[config.mk]
export PLATFORM = sky130hd
export DESIGN_NAME = mch_line_encoder
export DESIGN_NICKNAME = d
export VERILOG_FILES = /design/src/rtl/mch_pkg.sv /design/src/rtl/mch_nibble_lut.sv /design/src/rtl/mch_chip_expander.sv /design/src/rtl/mch_chip_shifter.sv /design/src/rtl/mch_line_encoder.sv
export SDC_FILE = /design/constraint.sdc
export NUM_CORES = 1
export LEC_CHECK = 0
export ABC_CLOCK_PERIOD_IN_PS = 2300
export CORE_MARGIN = 2
export CORE_UTILIZATION = 30
export DETAILED_ROUTE_END_ITERATION = 16
export RECOVER_POWER = 100
export SYNTH_ARGS = -nofsm -noshare
export SYNTH_HDL_FRONTEND = slang
export SYNTH_SLANG_ARGS = --single-unit
[constraint.sdc]
create_clock -name clk_i -period 2.3 [get_ports clk_i]
set_input_delay 0.23 -clock clk_i [delete_from_list [all_inputs] [get_ports clk_i]]
set_output_delay 0.23 -clock clk_i [all_outputs]
set_load 0.05 [all_outputs]
[src/rtl/mch_pkg.sv]
// Shared types for the Manchester line encoder.
// Assumes one chip per clock; mode encodings are used on the top-level port.
package mch_pkg;
    typedef enum logic {
        MODE_WIDE   = 1'b0,
        MODE_PACKED = 1'b1
    } mch_mode_e;
endpackage

[src/rtl/mch_nibble_lut.sv]
// Maps one data nibble to its packed-mode chip pattern.
// The 16-entry table is computed at elaboration: MSB-first bits,
// first half of each bit high for a 0, low for a 1.
module mch_nibble_lut #(
    parameter int NIB_BITS = 4,
    parameter int CPB      = 2,
    localparam int NCH     = NIB_BITS * CPB,
    localparam int ENTRIES = 1 << NIB_BITS
) (
    input  logic [NIB_BITS-1:0] nib_i,
    output logic [NCH-1:0]      chips_o
);
    // Builds the chip pattern of one table entry
    function automatic logic [NCH-1:0] build(input int val);
        logic [NCH-1:0] pat;
        pat = '0;
        for (int b = 0; b < NIB_BITS; b++) begin
            for (int c = 0; c < CPB; c++) begin
                if (((val >> (NIB_BITS - 1 - b)) & 1) != 0)
                    pat[NCH - 1 - (b * CPB + c)] = (c >= CPB / 2);
                else
                    pat[NCH - 1 - (b * CPB + c)] = (c < CPB / 2);
            end
        end
        return pat;
    endfunction

    logic [NCH-1:0] tbl [ENTRIES];

    for (genvar e = 0; e < ENTRIES; e++) begin : g_entry
        assign tbl[e] = build(e);
    end

    // Table read
    assign chips_o = tbl[nib_i];
endmodule

[src/rtl/mch_chip_expander.sv]
// Expands a data byte into its full chip vector, left-aligned (first chip
// at the MSB). Wide mode uses a fixed per-bit pattern; packed mode uses one
// nibble lookup per nibble, upper nibble first. Assumes wide >= packed width.
module mch_chip_expander
    import mch_pkg::*;
#(
    parameter int DATA_W   = 8,
    parameter int WIDE_CPB = 8,
    parameter int PACK_CPB = 2,
    parameter int NIB_BITS = 4,
    localparam int WCH     = DATA_W * WIDE_CPB,
    localparam int PCH     = DATA_W * PACK_CPB,
    localparam int NIBS    = DATA_W / NIB_BITS,
    localparam int NIB_CH  = NIB_BITS * PACK_CPB
) (
    input  logic [DATA_W-1:0] data_i,
    input  mch_mode_e         mode_i,
    output logic [WCH-1:0]    chips_o
);
    localparam int HALF = WIDE_CPB / 2;
    localparam logic [WIDE_CPB-1:0] ZERO_PAT = {{HALF{1'b1}}, {(WIDE_CPB - HALF){1'b0}}};
    localparam logic [WIDE_CPB-1:0] ONE_PAT  = ~ZERO_PAT;

    logic [WCH-1:0] wide;
    logic [PCH-1:0] packed_v;

    for (genvar b = 0; b < DATA_W; b++) begin : g_wide
        assign wide[WCH - 1 - b * WIDE_CPB -: WIDE_CPB] =
            data_i[DATA_W - 1 - b] ? ONE_PAT : ZERO_PAT;
    end

    for (genvar n = 0; n < NIBS; n++) begin : g_nib
        mch_nibble_lut #(
            .NIB_BITS (NIB_BITS),
            .CPB      (PACK_CPB)
        ) u_lut (
            .nib_i   (data_i[DATA_W - 1 - n * NIB_BITS -: NIB_BITS]),
            .chips_o (packed_v[PCH - 1 - n * NIB_CH -: NIB_CH])
        );
    end

    // Mode select, packed vector left-aligned
    always_comb begin
        if (mode_i == MODE_PACKED)
            chips_o = WCH'(packed_v) << (WCH - PCH);
        else
            chips_o = wide;
    end
endmodule

[src/rtl/mch_chip_shifter.sv]
// Sequences packets: loads a byte's chip vector, shifts one chip per clock,
// and at the last chip either reloads (back-to-back) or goes idle low.
// Assumes the chip vector for the selected mode is present on chips_i.
module mch_chip_shifter
    import mch_pkg::*;
#(
    parameter int WCH  = 64,
    parameter int PCH  = 16,
    localparam int CNT_W = $clog2(WCH)
) (
    input  logic           clk_i,
    input  logic           rst_ni,
    input  mch_mode_e      mode_i,
    input  logic [WCH-1:0] chips_i,
    input  logic           in_sop_i,
    input  logic           in_valid_i,
    output logic           in_ready_o,
    output mch_mode_e      mode_sel_o,
    output mch_mode_e      mode_q_o,
    output logic           line_o,
    output logic           busy_o
);
    logic [WCH-1:0]   sr_q;
    logic [CNT_W-1:0] cnt_q;
    logic             busy_q;
    mch_mode_e        mode_q;
    logic             last, take, start, cont;
    logic [CNT_W-1:0] load_cnt;

    // Handshake and load decisions
    always_comb begin
        last       = (cnt_q == '0);
        in_ready_o = !busy_q || last;
        take       = in_valid_i && in_ready_o;
        start      = take && !busy_q && in_sop_i;
        cont       = take && busy_q;
        mode_sel_o = busy_q ? mode_q : mode_i;
        load_cnt   = (mode_sel_o == MODE_PACKED) ? CNT_W'(PCH - 1) : CNT_W'(WCH - 1);
    end

    // Chip shift register, chip counter and mode latch
    always_ff @(posedge clk_i) begin
        if (!rst_ni) begin
            sr_q   <= '0;
            cnt_q  <= '0;
            busy_q <= 1'b0;
            mode_q <= MODE_WIDE;
        end else if (start || cont) begin
            sr_q   <= chips_i;
            cnt_q  <= load_cnt;
            busy_q <= 1'b1;
            if (start)
                mode_q <= mode_i;
        end else if (busy_q && last) begin
            sr_q   <= '0;
            busy_q <= 1'b0;
        end else if (busy_q) begin
            sr_q  <= sr_q << 1;
            cnt_q <= cnt_q - 1'b1;
        end
    end

    assign line_o   = sr_q[WCH-1];
    assign busy_o   = busy_q;
    assign mode_q_o = mode_q;
endmodule

[src/rtl/mch_line_encoder.sv]
// Top of the Manchester line encoder: byte stream in, one coded line out.
// Runs on the chip clock; mode is sampled at packet start.
module mch_line_encoder
    import mch_pkg::*;
#(
    parameter int DATA_W   = 8,
    parameter int WIDE_CPB = 8,
    parameter int PACK_CPB = 2,
    parameter int NIB_BITS = 4
) (
    input  logic              clk_i,
    input  logic              rst_ni,
    input  logic              mode_i,
    input  logic [DATA_W-1:0] in_data_i,
    input  logic              in_sop_i,
    input  logic              in_valid_i,
    output logic              in_ready_o,
    output logic              line_o,
    output logic              busy_o
);
    localparam int WCH = DATA_W * WIDE_CPB;
    localparam int PCH = DATA_W * PACK_CPB;

    mch_mode_e      mode_in;
    mch_mode_e      mode_sel;
    mch_mode_e      mode_q;
    logic [WCH-1:0] chips;

    assign mode_in = mch_mode_e'(mode_i);

    mch_chip_expander #(
        .DATA_W   (DATA_W),
        .WIDE_CPB (WIDE_CPB),
        .PACK_CPB (PACK_CPB),
        .NIB_BITS (NIB_BITS)
    ) u_expand (
        .data_i  (in_data_i),
        .mode_i  (mode_sel),
        .chips_o (chips)
    );

    mch_chip_shifter #(
        .WCH (WCH),
        .PCH (PCH)
    ) u_shift (
        .clk_i      (clk_i),
        .rst_ni     (rst_ni),
        .mode_i     (mode_in),
        .chips_i    (chips),
        .in_sop_i   (in_sop_i),
        .in_valid_i (in_valid_i),
        .in_ready_o (in_ready_o),
        .mode_sel_o (mode_sel),
        .mode_q_o   (mode_q),
        .line_o     (line_o),
        .busy_o     (busy_o)
    );
endmodule

==> results.yml <==
outcome:
  status: "finished clean"
global_route:
  grt-ovfl-total: 0
  grt_first_pass_wirelength_um: 14100
  grt_usage_pct: 14.8
  antenna_found_initial: 0
  grt_pass1_vias: 2927
  grt_max_degree: 29
worst_setup_path:
  critical_path.endpoint: "in_ready_o"
  crit_family: "buffers and inverters"
  crit_buf_inv: 3
  worstPathArrival_ns: 1.90
  crit_type: "reg2out"
  r2r-start: "u_shift.busy_o$_SDFFE_PN0P_"
  r2r-end: "u_shift.sr_q[62]$_SDFFE_PN0P_"
  start_kind: "flip-flop"
  rrSetupSlack_ns: 0.19
  crit_chain: "inv_1 -> ha_1 -> nor2b_2 -> a21oi_4 -> inv_2 -> buf_4"
  cp.depth: 6
  crit_required_ns: 2.07
  end_kind: "primary output"
  cpPeakStageDelay_ns: 0.34
  critPathLaunch: "u_shift.cnt_q[0]$_SDFFE_PN0P_"
  cpMaxStageDelayCell: "dfxtp_1"
  path_max_fanout: 21
  worstRegToRegCells: 5
routing:
  drc: 0
  wl_per_cell_um: 14.8
  vias_per_cell: 5.39
  drt_pass1_iterations: 4
  wirelength_um: 8440
  ant_nets: 0
  dr.first_iter.drc_count: 186
  num_vias: 3065
cts:
  root_buffer: "clkbuf_16"
  cts_tree: "built"
  cts_made_buffers: 9
  clk_path_buf_depth: 2
  path_clk_slew_ns: 0.06
  cts_max_level: 3
  clk_latency_ns: 0.33
  clkSinkCount: 72
  hold_buffers: 0
yosys:
  yosysSeqAreaShare_pct: 42.5
  synthTopCellsByArea: "dfxtp_1 (42%), o21ai_0 (10%), a21oi_1 (7.8%)"
  syn_inst: 416
  async_flop_share_pct: 0
  synth_edf_count: 0
  yosysUniqueCellTypes: 56
  ys_warn_count: 0
  ys_ff_latch: 72
  yosysMostFrequentCell: "dfxtp_1"
  postSynthAreaPerCell_um2: 8.15
  synth_nets: 433
  synth_top_area_share_pct: 42.5
  synth_flop_cell: "dfxtp_1"
  syn_area_um2: 3390
  synth_commonest_cells: "dfxtp_1 (72), o21ai_0 (69), a21oi_1 (53), nand2_1 (39), nor2_1 (32)"
  synth_largest_area_cell: "dfxtp_1"
cells_and_area:
  areaGrowthSynthToFinish_pct: 16.4
  nets: 441
  diodes: 0
  fin_area_um2: 3950
  utilization_pct: 36.1
  drive_above_1_share_pct: 10.7
floorplanning:
  core_region_area_um2: 10900
  row_count: 38
  die_y_um: 110
  die_x_um: 110
  ioPinCount: 16
  die-area_um2: 12200
  start_util_pct: 31.0
pwr:
  pwr_density_cell_nw_per_um2: 888
  leakage_uw: 0.00149
  vdd_ir_drop_max_mv: 0.395
sta:
  relSlewSlack_pct: 67.0
  clock.fmax_mhz: 469
  clock_skew_ns: 0.00668
  period_needed_ns: 2.13
  tightest_slew_ns: 0.494
  tns_ns: 0
  drv_slew: 0
  setup_viol: 0
  fin_crit_sh_pct: 92.7
  grt_setup_unrepaired: "no"
  final_hold_viol_count: 0
placed_design:
  place_area_um2: 3650
  gp_congestion: 0.801
  io_buffers: 15
  dp_hpwl_um: 5520
min_path:
  min_path_type: "in2reg"
  hold_start: "rst_ni"
flow_run:
  max_cap_viol_count: 0
per-layer routing:
metal	routed length, um	up-vias	global-route usage (%)	share of wire (%)
met5	0	-	0	0
met4	104	0	4.29	1.2
met3	537	11	3.35	6.4
met2	3820	78	23.3	45
met1	3980	1467	20.3	47
li1	-	1509	-	-
worst min-delay path by stage:
stage                               endpoint  slack [ns]  depth (start not counted)
2_1_floorplan   u_shift.sr_q[0]$_SDFFE_PN0P_        0.40                          2
3_3_place_gp   u_shift.sr_q[25]$_SDFFE_PN0P_        0.44                          2
3_5_place_dp   u_shift.sr_q[23]$_SDFFE_PN0P_        0.44                          2
4_1_cts        u_shift.cnt_q[4]$_SDFFE_PN0P_        0.36                          2
5_1_grt        u_shift.cnt_q[4]$_SDFFE_PN0P_        0.38                          2
6_report       u_shift.cnt_q[4]$_SDFFE_PN0P_        0.37                          2
cell usage in the layout, fill, tap and decap left out, drive strengths merged, types with 4 or more instances in the layout:
cell           netlist  layout
nor2                32      32
inv                 10      10
ha                   4       4
nor3                 6       6
a22oi                7       7
a211oi               5       5
and2                 5       5
clkbuf              20      12
a21oi               54      54
clkdlybuf4s50        0      10
o22ai                6       6
nand2               40      40
nand2b               6       6
o21ai               69      69
a2bb2oi              8       8
nand3                8       8
dfxtp               72      72
a31oi                4       4
buf                 13      16
kinds of logic (layout without fill, tap and decap cells):
group,after synthesis,count (layout),share of synthesized area (%)
AO/OA/AOI/OAI,174,174,31.3
AND/OR/NAND/NOR,117,117,17.0
flip-flops,72,72,42.5
buffers and inverters,43,56,5.75
multiplexers,6,6,1.99
adder cells (fa/ha/maj),4,4,1.48
registers in the layout, summed over array words and instances (netlist names):
name / count
u_shift.sr_q: 64
u_shift.mode_q_o: 1
u_shift.cnt_q: 6
u_shift.busy_o: 1
report_power, final:
| group | switching [uW] | internal [uW] | total, uW |
|---|---|---|---|
| combinational | 350 | 219 | 569 |
| sequential | 69.2 | 1360 | 1430 |
| clock | 534 | 973 | 1510 |
timing repair:
| action | in CTS | in global routing |
|---|---|---|
| resized for setup | 0 | 1 |
| endpoints found under the setup margin | 0 | 1 |
| setup buffers | 0 | 2 |
cell type report:
type / instances / area, um^2
timing repair buffer: 30 / 246
fill: 1150 / 6990
clock buffer: 10 / 239
tap: 140 / 175
inverter: 10 / 37.5
multi-input combinational: 301 / 1730
sequential: 72 / 1440
clock inverter: 6 / 82.6
through the flow:
stage	hold WS, ns	std cells	worst slack, ns	total power, uW
4_1_cts	0.355	567	0.00672	3540
2_1_floorplan	0.396	416	0.339	1880
5_1_grt	0.381	569	0.0290	3670
3_5_place_dp	0.443	551	0.311	2030
3_3_place_gp	0.441	551	0.325	2020
6_report	0.368	569	0.167	3510
Power figures use the tool's default switching activity.
